[src/rtl/kara_pkg.sv]
package kara_pkg;

  localparam int MAXW = 64;
  localparam int PW   = 2 * MAXW;

  typedef logic [MAXW-1:0] opnd_t;
  typedef logic [PW-1:0]   wide_t;

  typedef struct packed {
    opnd_t p0;
    opnd_t p01;
    opnd_t p1;
  } evalTwo_t;

  typedef struct packed {
    opnd_t p0;
    opnd_t p1;
    opnd_t p2;
    opnd_t p01;
    opnd_t p12;
    opnd_t p02;
  } evalThree_t;

  typedef struct packed {
    logic capture;
    logic validNext;
  } kara_strobe_t;

  function automatic opnd_t lowMask(input int w);
    opnd_t m;
    for (int i = 0; i < MAXW; i++) m[i] = (i < w);
    return m;
  endfunction

  function automatic opnd_t piece(input opnd_t v, input int idx, input int w);
    opnd_t t;
    t = v >> (idx * w);
    return t & lowMask(w);
  endfunction

  // Evaluation for a halving step: low, sum, high.
  function automatic evalTwo_t epgTwo(input opnd_t v, input int h);
    evalTwo_t e;
    e.p0  = piece(v, 0, h);
    e.p1  = piece(v, 1, h);
    e.p01 = e.p0 ^ e.p1;
    return e;
  endfunction

  // Evaluation for a thirding step: three pieces and three pair sums.
  function automatic evalThree_t epgThree(input opnd_t v, input int t);
    evalThree_t e;
    e.p0  = piece(v, 0, t);
    e.p1  = piece(v, 1, t);
    e.p2  = piece(v, 2, t);
    e.p01 = e.p0 ^ e.p1;
    e.p12 = e.p1 ^ e.p2;
    e.p02 = e.p0 ^ e.p2;
    return e;
  endfunction

  // Reconstruction for a halving step; overlaps fold by XOR.
  function automatic wide_t recTwo(input wide_t lo, input wide_t mid,
                                   input wide_t hi, input int h);
    wide_t c1;
    c1 = lo ^ mid ^ hi;
    return lo ^ (c1 << h) ^ (hi << (2 * h));
  endfunction

  // Reconstruction for a thirding step.
  function automatic wide_t recThree(input wide_t q0, input wide_t q1,
                                     input wide_t q2, input wide_t q01,
                                     input wide_t q12, input wide_t q02,
                                     input int t);
    wide_t c1, c2, c3;
    c1 = q01 ^ q0 ^ q1;
    c2 = q02 ^ q0 ^ q1 ^ q2;
    c3 = q12 ^ q1 ^ q2;
    return q0 ^ (c1 << t) ^ (c2 << (2 * t)) ^ (c3 << (3 * t)) ^ (q2 << (4 * t));
  endfunction

endpackage

[src/rtl/kara_node.sv]
module kara_node
  import kara_pkg::*;
#(
  parameter int N = 6
) (
  input  logic [N-1:0]   a,
  input  logic [N-1:0]   b,
  output logic [2*N-2:0] prod
);

  generate
    if (N == 1) begin : g_leaf
      assign prod = a & b;

    end else if (N % 2 == 0) begin : g_two
      localparam int H = N / 2;
      opnd_t av, bv;
      evalTwo_t ea, eb;
      logic [2*H-2:0] dLo, dMid, dHi;
      wide_t wLo, wMid, wHi, full;

      always_comb begin
        av = '0; av[N-1:0] = a;
        bv = '0; bv[N-1:0] = b;
      end
      assign ea = epgTwo(av, H);
      assign eb = epgTwo(bv, H);

      kara_node #(.N(H)) u_lo  (.a(ea.p0[H-1:0]),  .b(eb.p0[H-1:0]),  .prod(dLo));
      kara_node #(.N(H)) u_mid (.a(ea.p01[H-1:0]), .b(eb.p01[H-1:0]), .prod(dMid));
      kara_node #(.N(H)) u_hi  (.a(ea.p1[H-1:0]),  .b(eb.p1[H-1:0]),  .prod(dHi));

      always_comb begin
        wLo = '0;  wLo[2*H-2:0]  = dLo;
        wMid = '0; wMid[2*H-2:0] = dMid;
        wHi = '0;  wHi[2*H-2:0]  = dHi;
      end
      assign full = recTwo(wLo, wMid, wHi, H);
      assign prod = full[2*N-2:0];

    end else if (N % 3 == 0) begin : g_three
      localparam int T = N / 3;
      opnd_t av, bv;
      evalThree_t ea, eb;
      logic [2*T-2:0] d0, d1, d2, d01, d12, d02;
      wide_t w0, w1, w2, w01, w12, w02, full;

      always_comb begin
        av = '0; av[N-1:0] = a;
        bv = '0; bv[N-1:0] = b;
      end
      assign ea = epgThree(av, T);
      assign eb = epgThree(bv, T);

      kara_node #(.N(T)) u_0  (.a(ea.p0[T-1:0]),  .b(eb.p0[T-1:0]),  .prod(d0));
      kara_node #(.N(T)) u_1  (.a(ea.p1[T-1:0]),  .b(eb.p1[T-1:0]),  .prod(d1));
      kara_node #(.N(T)) u_2  (.a(ea.p2[T-1:0]),  .b(eb.p2[T-1:0]),  .prod(d2));
      kara_node #(.N(T)) u_01 (.a(ea.p01[T-1:0]), .b(eb.p01[T-1:0]), .prod(d01));
      kara_node #(.N(T)) u_12 (.a(ea.p12[T-1:0]), .b(eb.p12[T-1:0]), .prod(d12));
      kara_node #(.N(T)) u_02 (.a(ea.p02[T-1:0]), .b(eb.p02[T-1:0]), .prod(d02));

      always_comb begin
        w0 = '0;  w0[2*T-2:0]  = d0;
        w1 = '0;  w1[2*T-2:0]  = d1;
        w2 = '0;  w2[2*T-2:0]  = d2;
        w01 = '0; w01[2*T-2:0] = d01;
        w12 = '0; w12[2*T-2:0] = d12;
        w02 = '0; w02[2*T-2:0] = d02;
      end
      assign full = recThree(w0, w1, w2, w01, w12, w02, T);
      assign prod = full[2*N-2:0];

    end else begin : g_illegal
      // Width outside the 2^i*3^j family: output tied low.
      assign prod = '0;
    end
  endgenerate

endmodule

[src/rtl/kara_ctrl.sv]
module kara_ctrl
  import kara_pkg::*;
#(
  parameter bit REG_OUT = 1'b1
) (
  input  logic         clk,
  input  logic         rstN,
  input  logic         inValid,
  output kara_strobe_t strobe,
  output logic         outValid
);

  assign strobe.capture   = inValid;
  assign strobe.validNext = inValid;

  generate
    if (REG_OUT) begin : g_reg
      logic validQ;
      always_ff @(posedge clk or negedge rstN) begin
        if (!rstN) validQ <= 1'b0;
        else       validQ <= strobe.validNext;
      end
      assign outValid = validQ;
    end else begin : g_comb
      assign outValid = rstN & strobe.validNext;
    end
  endgenerate

endmodule

[src/rtl/kara_datapath.sv]
module kara_datapath
  import kara_pkg::*;
#(
  parameter int D       = 6,
  parameter bit REG_OUT = 1'b1
) (
  input  logic           clk,
  input  logic           rstN,
  input  kara_strobe_t   strobe,
  input  logic [D-1:0]   aIn,
  input  logic [D-1:0]   bIn,
  output logic [2*D-2:0] prodOut
);

  logic [2*D-2:0] rawProd;

  kara_node #(.N(D)) u_root (.a(aIn), .b(bIn), .prod(rawProd));

  generate
    if (REG_OUT) begin : g_reg
      logic [2*D-2:0] prodQ;
      always_ff @(posedge clk or negedge rstN) begin
        if (!rstN)               prodQ <= '0;
        else if (strobe.capture) prodQ <= rawProd;
      end
      assign prodOut = prodQ;
    end else begin : g_comb
      assign prodOut = rstN ? rawProd : '0;
    end
  endgenerate

endmodule

[src/rtl/kara_mul_top.sv]
module kara_mul_top
  import kara_pkg::*;
#(
  parameter int D       = 6,
  parameter bit REG_OUT = 1'b1
) (
  input  logic           clk,
  input  logic           rstN,
  input  logic           inValid,
  input  logic [D-1:0]   aIn,
  input  logic [D-1:0]   bIn,
  output logic [2*D-2:0] prodOut,
  output logic           outValid
);

  kara_strobe_t strobe;

  kara_ctrl #(.REG_OUT(REG_OUT)) u_ctrl (
    .clk(clk), .rstN(rstN), .inValid(inValid),
    .strobe(strobe), .outValid(outValid)
  );

  kara_datapath #(.D(D), .REG_OUT(REG_OUT)) u_dp (
    .clk(clk), .rstN(rstN), .strobe(strobe),
    .aIn(aIn), .bIn(bIn), .prodOut(prodOut)
  );

endmodule

[config.mk]
export PLATFORM = sky130hd
export DESIGN_NAME = kara_mul_top
export DESIGN_NICKNAME = d
export VERILOG_FILES = /design/src/rtl/kara_pkg.sv /design/src/rtl/kara_node.sv /design/src/rtl/kara_ctrl.sv /design/src/rtl/kara_datapath.sv /design/src/rtl/kara_mul_top.sv
export SDC_FILE = /design/constraint.sdc
export NUM_CORES = 1
export LEC_CHECK = 0
export BUFFER_PORTS_ARGS = -buffer_cell sky130_fd_sc_hd__buf_2
export CAP_MARGIN = 5
export CORE_UTILIZATION = 51
export CTS_CLUSTER_SIZE = 40
export DETAILED_ROUTE_END_ITERATION = 10
export GPL_TIMING_DRIVEN = 1
export PLACE_DENSITY = 0.84
export SETUP_SLACK_MARGIN = 0.3
export SYNTH_ARGS = -nofsm -noshare
export SYNTH_HDL_FRONTEND = slang
export SYNTH_HIERARCHICAL = 1
export SYNTH_SLANG_ARGS = --single-unit
[constraint.sdc]
create_clock -name clk -period 1.15 [get_ports clk]
set_clock_uncertainty 0.2 [all_clocks]
set_input_delay 0.0575 -clock clk [delete_from_list [all_inputs] [get_ports clk]]
set_output_delay 0.0575 -clock clk [all_outputs]
set_load 0.01 [all_outputs]
==> impl_metrics.ini, run 1 <==
[synthesis]
syn_area_per_cell_um2 = 11.0
synth.net_count = 118
syn_area_um2 = 1130
yosysWarnings = 6
syn_inst = 103

[power_and_ir_drop]
leakagePower_nw = 0.851
power_density_nw_per_um2 = 1300
ir_worst_vdd_mv = 1.11

[sta]
worst_slew_pin_slew_ns = 0.337
whs_ns = -0.0443
hold_viol = 9
tns_ns = -3.01
finalSetupViolations = 9
rsz0062_at_grt = true
period_minus_slack_ns = 1.70
fmax_ghz = 0.587
setup_ws_ns = -0.555
fin_crit_sh = 1.48
report.final.slew_viol_count = 0
slew_headroom = 0.774

[route]
vias_per_cell = 5.16
drc = 0
drtPass1Iterations = 4
wirelength_mm = 3.59
num_vias = 908
ant_nets = 0
routedWlPerCell_um = 20.4
drt-initial-drc-count = 13

[status]
violations = negative hold slack, negative setup slack
status = finished with violations

[die]
coreArea_um2 = 2020
io_pins = 27
fp.dieH_um = 49.1
die_w_um = 49.1
rows = 16
initial_core_util = 0.561
die_area_um2 = 2420

[critical_path]
critical_path.slowest_cell = mux2_4
worstSetupPathType = in2reg
start_kind = input port
cpPeakStageDelay_ns = 0.27
r2r_start = u_dp/prodOut[9]
cp.arrival_ns = 1.66
crit_chain = buf_12 > xor2_4 > buf_4 > xor2_1 > and2_1 > xnor2_1 > xnor2_1 > xnor2_1 > mux2_4
path_buf_inv = 2
crit_family = XOR/XNOR gates
worstPathMaxFanout = 3
startpoint = bIn[2]
setup.worst_path.end_class = register
cp.required_ns = 1.11
cp_common_cell = xnor2_1

[finish]
syn_to_final_growth_pct = 65.1
antenna_cells = 0
nets = 166
postLayoutCellArea_um2 = 1870
drive_gt1_frac = 0.644

[clocking]
root_buffer = clkbuf_4
ctsHoldBuffers = 1
clock_sinks = 12
clkLatencyLatePin_ns = 0.27
cts_tree = done
path_clk_slew_ns = 0.07
cts_made_buffers = 3
htreeDepth = 1
clock_path_buffers = 2

[placed_design]
gp_congestion = 0.792
dpl_cell_area_um2 = 1470
place_hpwl_mm = 1.66
io_buffers = 26

[global_route]
grt_pass1_wl_mm = 4.11
grt_pass1_vias = 928
antenna_found_initial = 0
grt_usage = 0.224
grt-ovfl-total = 0
grt_max_degree = 13

[hold_path]
min_path_type = in2reg
hp-start = inValid

[run]
drv_cap = 0
area by class of cell:
cell class / instances / area [µm²]
clock buffers: 3 / 22.5
fillers: 59 / 150
repair buffers: 51 / 472
well taps: 27 / 33.8
multi-input cells: 83 / 1040
flip-flops and latches: 12 / 300
stage by stage:
step	util	std cells	power (W)	worst slack, ns	hold slack, ns
CTS	0.844	174	0.00217	-0.435	-0.0698
floorplan	-	103	0.00147	-0.484	-0.438
global route	0.926	176	0.00254	-0.600	-0.0667
detailed placement	0.726	164	0.00183	-0.776	-0.257
finish	0.926	176	0.00243	-0.555	-0.0443
global placement	0.726	164	0.00179	-0.732	-0.266
metal layers:
layer / global-route usage / vias to the layer above / wire (µm)
met2: 0.413 / 49 / 1900
met3: 0.0343 / 18 / 138
met5: 0 / - / 0
met4: 0.0980 / 0 / 150
li1: - / 401 / -
met1: 0.249 / 440 / 1400
where the power goes:
part	internal (W)	leakage, nW	switching [W]
combinational	0.000849	0.694	0.000683
sequential	0.000557	0.144	0.0000838
clock	0.000121	0.0138	0.000133
total	0.00153	0.851	0.000900
registers in the layout, summed over array words and instances (netlist names):
| name | count |
|---|---|
| u_ctrl/outValid | 1 |
| u_dp/prodOut | 11 |
worst paths after layout:
kind                                    end  slack [ns]  cells past startpoint
hold reg to reg             u_dp/prodOut[8]        0.32                      1
setup / recovery            u_dp/prodOut[5]       -0.55                      9
hold / removal              u_ctrl/outValid       -0.04                      2
min in group asynchronous   u_dp/prodOut[6]           0                      2
setup reg to reg            u_dp/prodOut[9]        0.15                      1
max in group asynchronous  u_dp/prodOut[10]        0.54                      2
placed cells by master (no fill, tap or decap):
cell / instances
xnor2_4: 2
and2_4: 12
xor2_1: 19
xnor2_1: 15
xor2_2: 5
xor2_4: 8
and2_1: 6
buf_4: 17
buf_6: 11
xnor2_2: 5
buf_8: 4
mux2_4: 11
dfrtp_1: 12
dlygate4sd3_1: 1
buf_2: 14
clkbuf_4: 3
buf_12: 4
what timing repair did:
item / CTS / global route
setup endpoints to repair: 23 / 23
resized for setup: 41 / 25
pin swaps: 30 / 18
endpoints found under the hold margin: 16 / 4
buffers inserted: 6 / 2
Power figures use the tool's default switching activity.
==> run 2: changes to the inputs <==
- SETUP_SLACK_MARGIN: 0.3 -> 0.02
==> run 2 against run 1 <==
Compared with the run above:
- the run still ends with negative hold slack, negative setup slack left
- design area is 0.53% higher
- flip-flop and latch count stayed put
- final cell count is 0.57% higher
- via count is 0.55% higher
- critical path type unchanged
- largest cell class unchanged
==> impl_metrics.ini, run 2 (same netlist as run 1, synthesis figures left out) <==
[critical_path]
cp.arrival_ns = 1.66
path_buf_inv = 1
worstPathMaxFanout = 4
crit_family = XOR/XNOR gates
crit_chain = buf_12 > xor2_4 > and2_4 > xor2_2 > xor2_1 > xnor2_1 > xnor2_1 > mux2_4
critical_path.slowest_cell = mux2_4
cp_common_cell = xnor2_1
cpPeakStageDelay_ns = 0.28
setup.worst_path.end_class = register
start_kind = input port
worstSetupPathType = in2reg
cp.required_ns = 1.11

[route]
routedWlPerCell_um = 20.8
num_vias = 913
drtPass1Iterations = 4
wirelength_mm = 3.68
ant_nets = 0
vias_per_cell = 5.16
drc = 0
drt-initial-drc-count = 30

[power_and_ir_drop]
power_switching_w = 0.000921
power.total_w = 0.00245
leakagePower_nw = 0.856
p_int_w = 0.00153
combPwrFrac = 0.629
p_sw_frac = 0.376
pwr-share-seq = 0.262
ir_worst_vdd_mv = 1.12
power_density_nw_per_um2 = 1300
clock_power_share = 0.110

[sta]
rsz0062_at_grt = true
fin_crit_sh = 1.48
fmax_ghz = 0.589
slew_headroom = 0.819
worst_slew_pin_slew_ns = 0.269
report.final.slew_viol_count = 0
whs_ns = -0.0192
finalSetupViolations = 9
setup_ws_ns = -0.547
tns_ns = -2.72
hold_viol = 15
period_minus_slack_ns = 1.70

[status]
status = finished with violations
violations = negative hold slack, negative setup slack

[die]
fp.dieH_um = 49.1
coreArea_um2 = 2020
io_pins = 27
rows = 16
initial_core_util = 0.561
die_area_um2 = 2420
die_w_um = 49.1

[run]
drv_cap = 0

[clocking]
root_buffer = clkbuf_4
clock_sinks = 12
cts_made_buffers = 3
clkLatencyLatePin_ns = 0.29
path_clk_slew_ns = 0.08
ctsHoldBuffers = 2
clock_path_buffers = 2
htreeDepth = 1
cts_tree = done

[global_route]
grt_pass1_wl_mm = 4.16
grt-ovfl-total = 0
grt_usage = 0.226
grt_pass1_vias = 929
antenna_found_initial = 0
grt_max_degree = 13

[placed_design]
placed_cells = 164
gp_congestion = 0.792
place_hpwl_mm = 1.66
io_buffers = 26

[finish]
mostFrequentLayoutCells = 19 x xor2_1, 17 x buf_4, 15 x xnor2_1, 14 x buf_2
largest_register_ffs = 11
final_core_util = 0.931
layout_commonest_cell = xor2_1
drive_gt1_frac = 0.640
syn_to_final_growth_pct = 66.0
nets = 167
finalNonFillerCells = 177
antenna_cells = 0

[hold_path]
min_path_type = in2async
## run 2: cell types whose count changed in the layout (fill, tap and decap cells not counted), sizes merged
cell,before,now
dlygate4sd3,1,2
## run 2: worst paths after layout
kind                                  from          endpoint  slack (ns)  depth (start not counted)
max                                 aIn[1]   u_dp/prodOut[4]       -0.55                          8
min                                   rstN   u_dp/prodOut[6]       -0.02                          2
max reg2reg                u_dp/prodOut[8]   u_dp/prodOut[8]        0.15                          1
min reg2reg                u_dp/prodOut[2]   u_dp/prodOut[2]        0.31                          1
max in group asynchronous             rstN   u_dp/prodOut[8]        0.55                          2
min in group clk                   inValid  u_dp/prodOut[10]       -0.02                          2
## run 2: final cells by class
cell class | instances | area, µm²
multi-input combinational | 83 | 1040
sequential | 12 | 300
tap | 27 | 33.8
timing repair buffer | 52 | 482
fill | 56 | 140
clock buffer | 3 | 22.5
## run 2: per-layer routing
layer / vias up / part of all wire / global-route usage
met5: - / 0 / 0
met2: 42 / 0.52 / 0.418
met4: 0 / 0.035 / 0.0980
li1: 405 / - / -
met3: 10 / 0.041 / 0.0343
met1: 456 / 0.40 / 0.253
## run 2: power by group through the flow
stage | combinational [W] | sequential [W] | clock, W
floorplan | 0.000771 | 0.000696 | 0
global placement | 0.00116 | 0.000630 | 0
detailed placement | 0.00118 | 0.000643 | 0
CTS | 0.00128 | 0.000635 | 0.000258
global route | 0.00160 | 0.000650 | 0.000287
finish | 0.00154 | 0.000642 | 0.000269
## run 2: per-stage QoR
stage	hold slack [ns]	cell area [µm²]	setup WS [ns]
after floorplan	-0.438	1240	-0.484
after global placement	-0.266	1470	-0.732
after detailed placement	-0.257	1470	-0.776
after CTS	-0.0490	1720	-0.435
after global routing	-0.0205	1880	-0.593
final	-0.0192	1880	-0.547
## run 2: repair_timing
item / in CTS / in global routing
pin swaps: 30 / 18
buffers inserted: 6 / 2
gates resized for setup: 41 / 25
hold endpoints to repair: 16 / 3
endpoints found under the setup margin: 9 / 9
==> run 3: changes to the inputs <==
- CORE_MARGIN: unset -> 5
- clock period: 1.15 -> 2.03 ns (I/O delays scaled with it)
==> run 3 against run 2 <==
Compared with the run above:
- the run now ends clean
- die area rose by 35%
- critical path depth rose by 1
- hold slack improved by 0.044 ns
- first-iteration DRC count fell by 83%
- global-route usage fell by 10 points
- non-clock buffer count fell by 20
- register-to-register slack improved by 0.92 ns
- design area fell by 31%
- final cell count fell by 11%
- worst setup slack improved by 0.85 ns
- total power fell by 55%
- largest power group unchanged
==> impl_metrics.ini, run 3 (same netlist as run 1, synthesis figures left out) <==
[critical_path]
worstSetupPathType = in2reg
cp.required_ns = 1.99
setup.worst_path.end_class = register
r2r_slack_ns = 1.07
cp.arrival_ns = 1.68
start_kind = input port
rr_endpoint = u_dp/prodOut[9]
r2r_start = u_dp/prodOut[9]
worstPathMaxFanout = 4
rr_worst_depth = 1

[sta]
hold_viol = 0
tns_ns = 0
rsz0062_at_grt = false
period_minus_slack_ns = 1.72
setup_ws_ns = 0.307
finalSetupViolations = 0
whs_ns = 0.0252
fmax_ghz = 0.580
slew_headroom = 0.767
report.final.slew_viol_count = 0
worst_slew_pin_slew_ns = 0.350
fin_crit_sh = 0.849

[global_route]
antenna_found_initial = 0
grt_usage = 0.122
globalRouteMet3Util = 0.0204
grt_max_degree = 13
grt-ovfl-total = 0
grtUsageMet1 = 0.141
grt_pass1_wl_mm = 3.09
grt_pass1_vias = 722
gr-usage-met2 = 0.207
gr-max-usage-layer = met2

[clocking]
cts_made_buffers = 3
cts_tree = done
htreeDepth = 1
path_clk_slew_ns = 0.06
clock_sinks = 12
clkLatencyLatePin_ns = 0.27
root_buffer = clkbuf_4
post_cts_buffers = 0
clock_path_buffers = 2
cts_resized = 0

[finish]
fillers = 202
antenna_cells = 0
largest_register_ffs = 11
postLayoutCellArea_um2 = 1310
finalNonFillerCells = 158
drive_gt1_frac = 0.362
layout_commonest_cell = xor2_1
syn_to_final_growth_pct = 15.3
nets = 147
mostFrequentLayoutCells = 29 x xor2_1, 26 x buf_2, 22 x xnor2_1, 18 x and2_1, 12 x dfrtp_1

[placed_design]
placed_cells = 153
io_buffers = 26
post-place-ws_ns = 0.000555
gp_congestion = 0.725
dpl_cell_area_um2 = 1260

[status]
status = finished clean

[route]
routedWlPerCell_um = 11.6
vias_per_cell = 4.54
ant_nets = 0
drc = 0
drtPass1Iterations = 3
drt-initial-drc-count = 5
num_vias = 717
wirelength_mm = 1.83

[die]
coreArea_um2 = 2170
initial_core_util = 0.522
io_pins = 27
rows = 17
die_w_um = 57.1
die_area_um2 = 3270
fp.dieH_um = 57.1

[power_and_ir_drop]
ir_worst_vdd_mv = 0.482
power_density_nw_per_um2 = 838
leakagePower_nw = 0.616

[hold_path]
min_path_type = in2async

[run]
drv_cap = 0
[run 3: critical path, cell delays in order]
cell and delay, ns:
buf_2 0.13, xor2_1 0.30, xor2_1 0.18, and2_1 0.15, xnor2_1 0.13, xnor2_1 0.16, xnor2_1 0.17, xnor2_1 0.09
mux2_4 0.26
[run 3: how the worst max path moves through the flow]
| stage | start | end | slack (ns) |
|---|---|---|---|
| after CTS | bIn[4] | u_dp/prodOut[6] | 0.29 |
| after global placement | bIn[4] | u_dp/prodOut[4] | 0.09 |
| final | bIn[4] | u_dp/prodOut[6] | 0.31 |
| after floorplan | bIn[4] | u_dp/prodOut[4] | 0.29 |
| after global routing | bIn[4] | u_dp/prodOut[6] | 0.17 |
| after detailed placement | bIn[4] | u_dp/prodOut[6] | 0.0006 |
[run 3: report_power, final]
group / internal [W] / switching [W] / leakage [nW]
Clock: 0.0000687 / 0.0000696 / 0.0138
Sequential: 0.000316 / 0.0000372 / 0.144
Combinational: 0.000347 / 0.000257 / 0.458
[run 3: area by class of cell]
type | instances | area [µm²] | share of cell area
clock buffer | 3 | 22.5 | 0.0172
tap | 28 | 35.0 | 0.0268
multi-input combinational | 83 | 769 | 0.589
timing repair buffer | 32 | 180 | 0.138
sequential | 12 | 300 | 0.230
[run 3: per-stage QoR]
stage | total power (W) | utilization
2_1_floorplan | 0.000814 | -
3_3_place_gp | 0.000950 | 0.583
3_5_place_dp | 0.000971 | 0.583
4_1_cts | 0.00111 | 0.603
5_1_grt | 0.00118 | 0.603
6_report | 0.00110 | 0.603
[run 3: repair_timing]
item / in CTS / in global routing
hold buffers: 2 / 0
setup endpoints to repair: 0 / 0
hold endpoints to repair: 13 / 0
[run 3: per-layer routing]
layer  up-vias  wire length (µm)
li1        368                 -
met1       318               738
met2        26               903
met3         5               141
met4         0                45
met5         -                 0
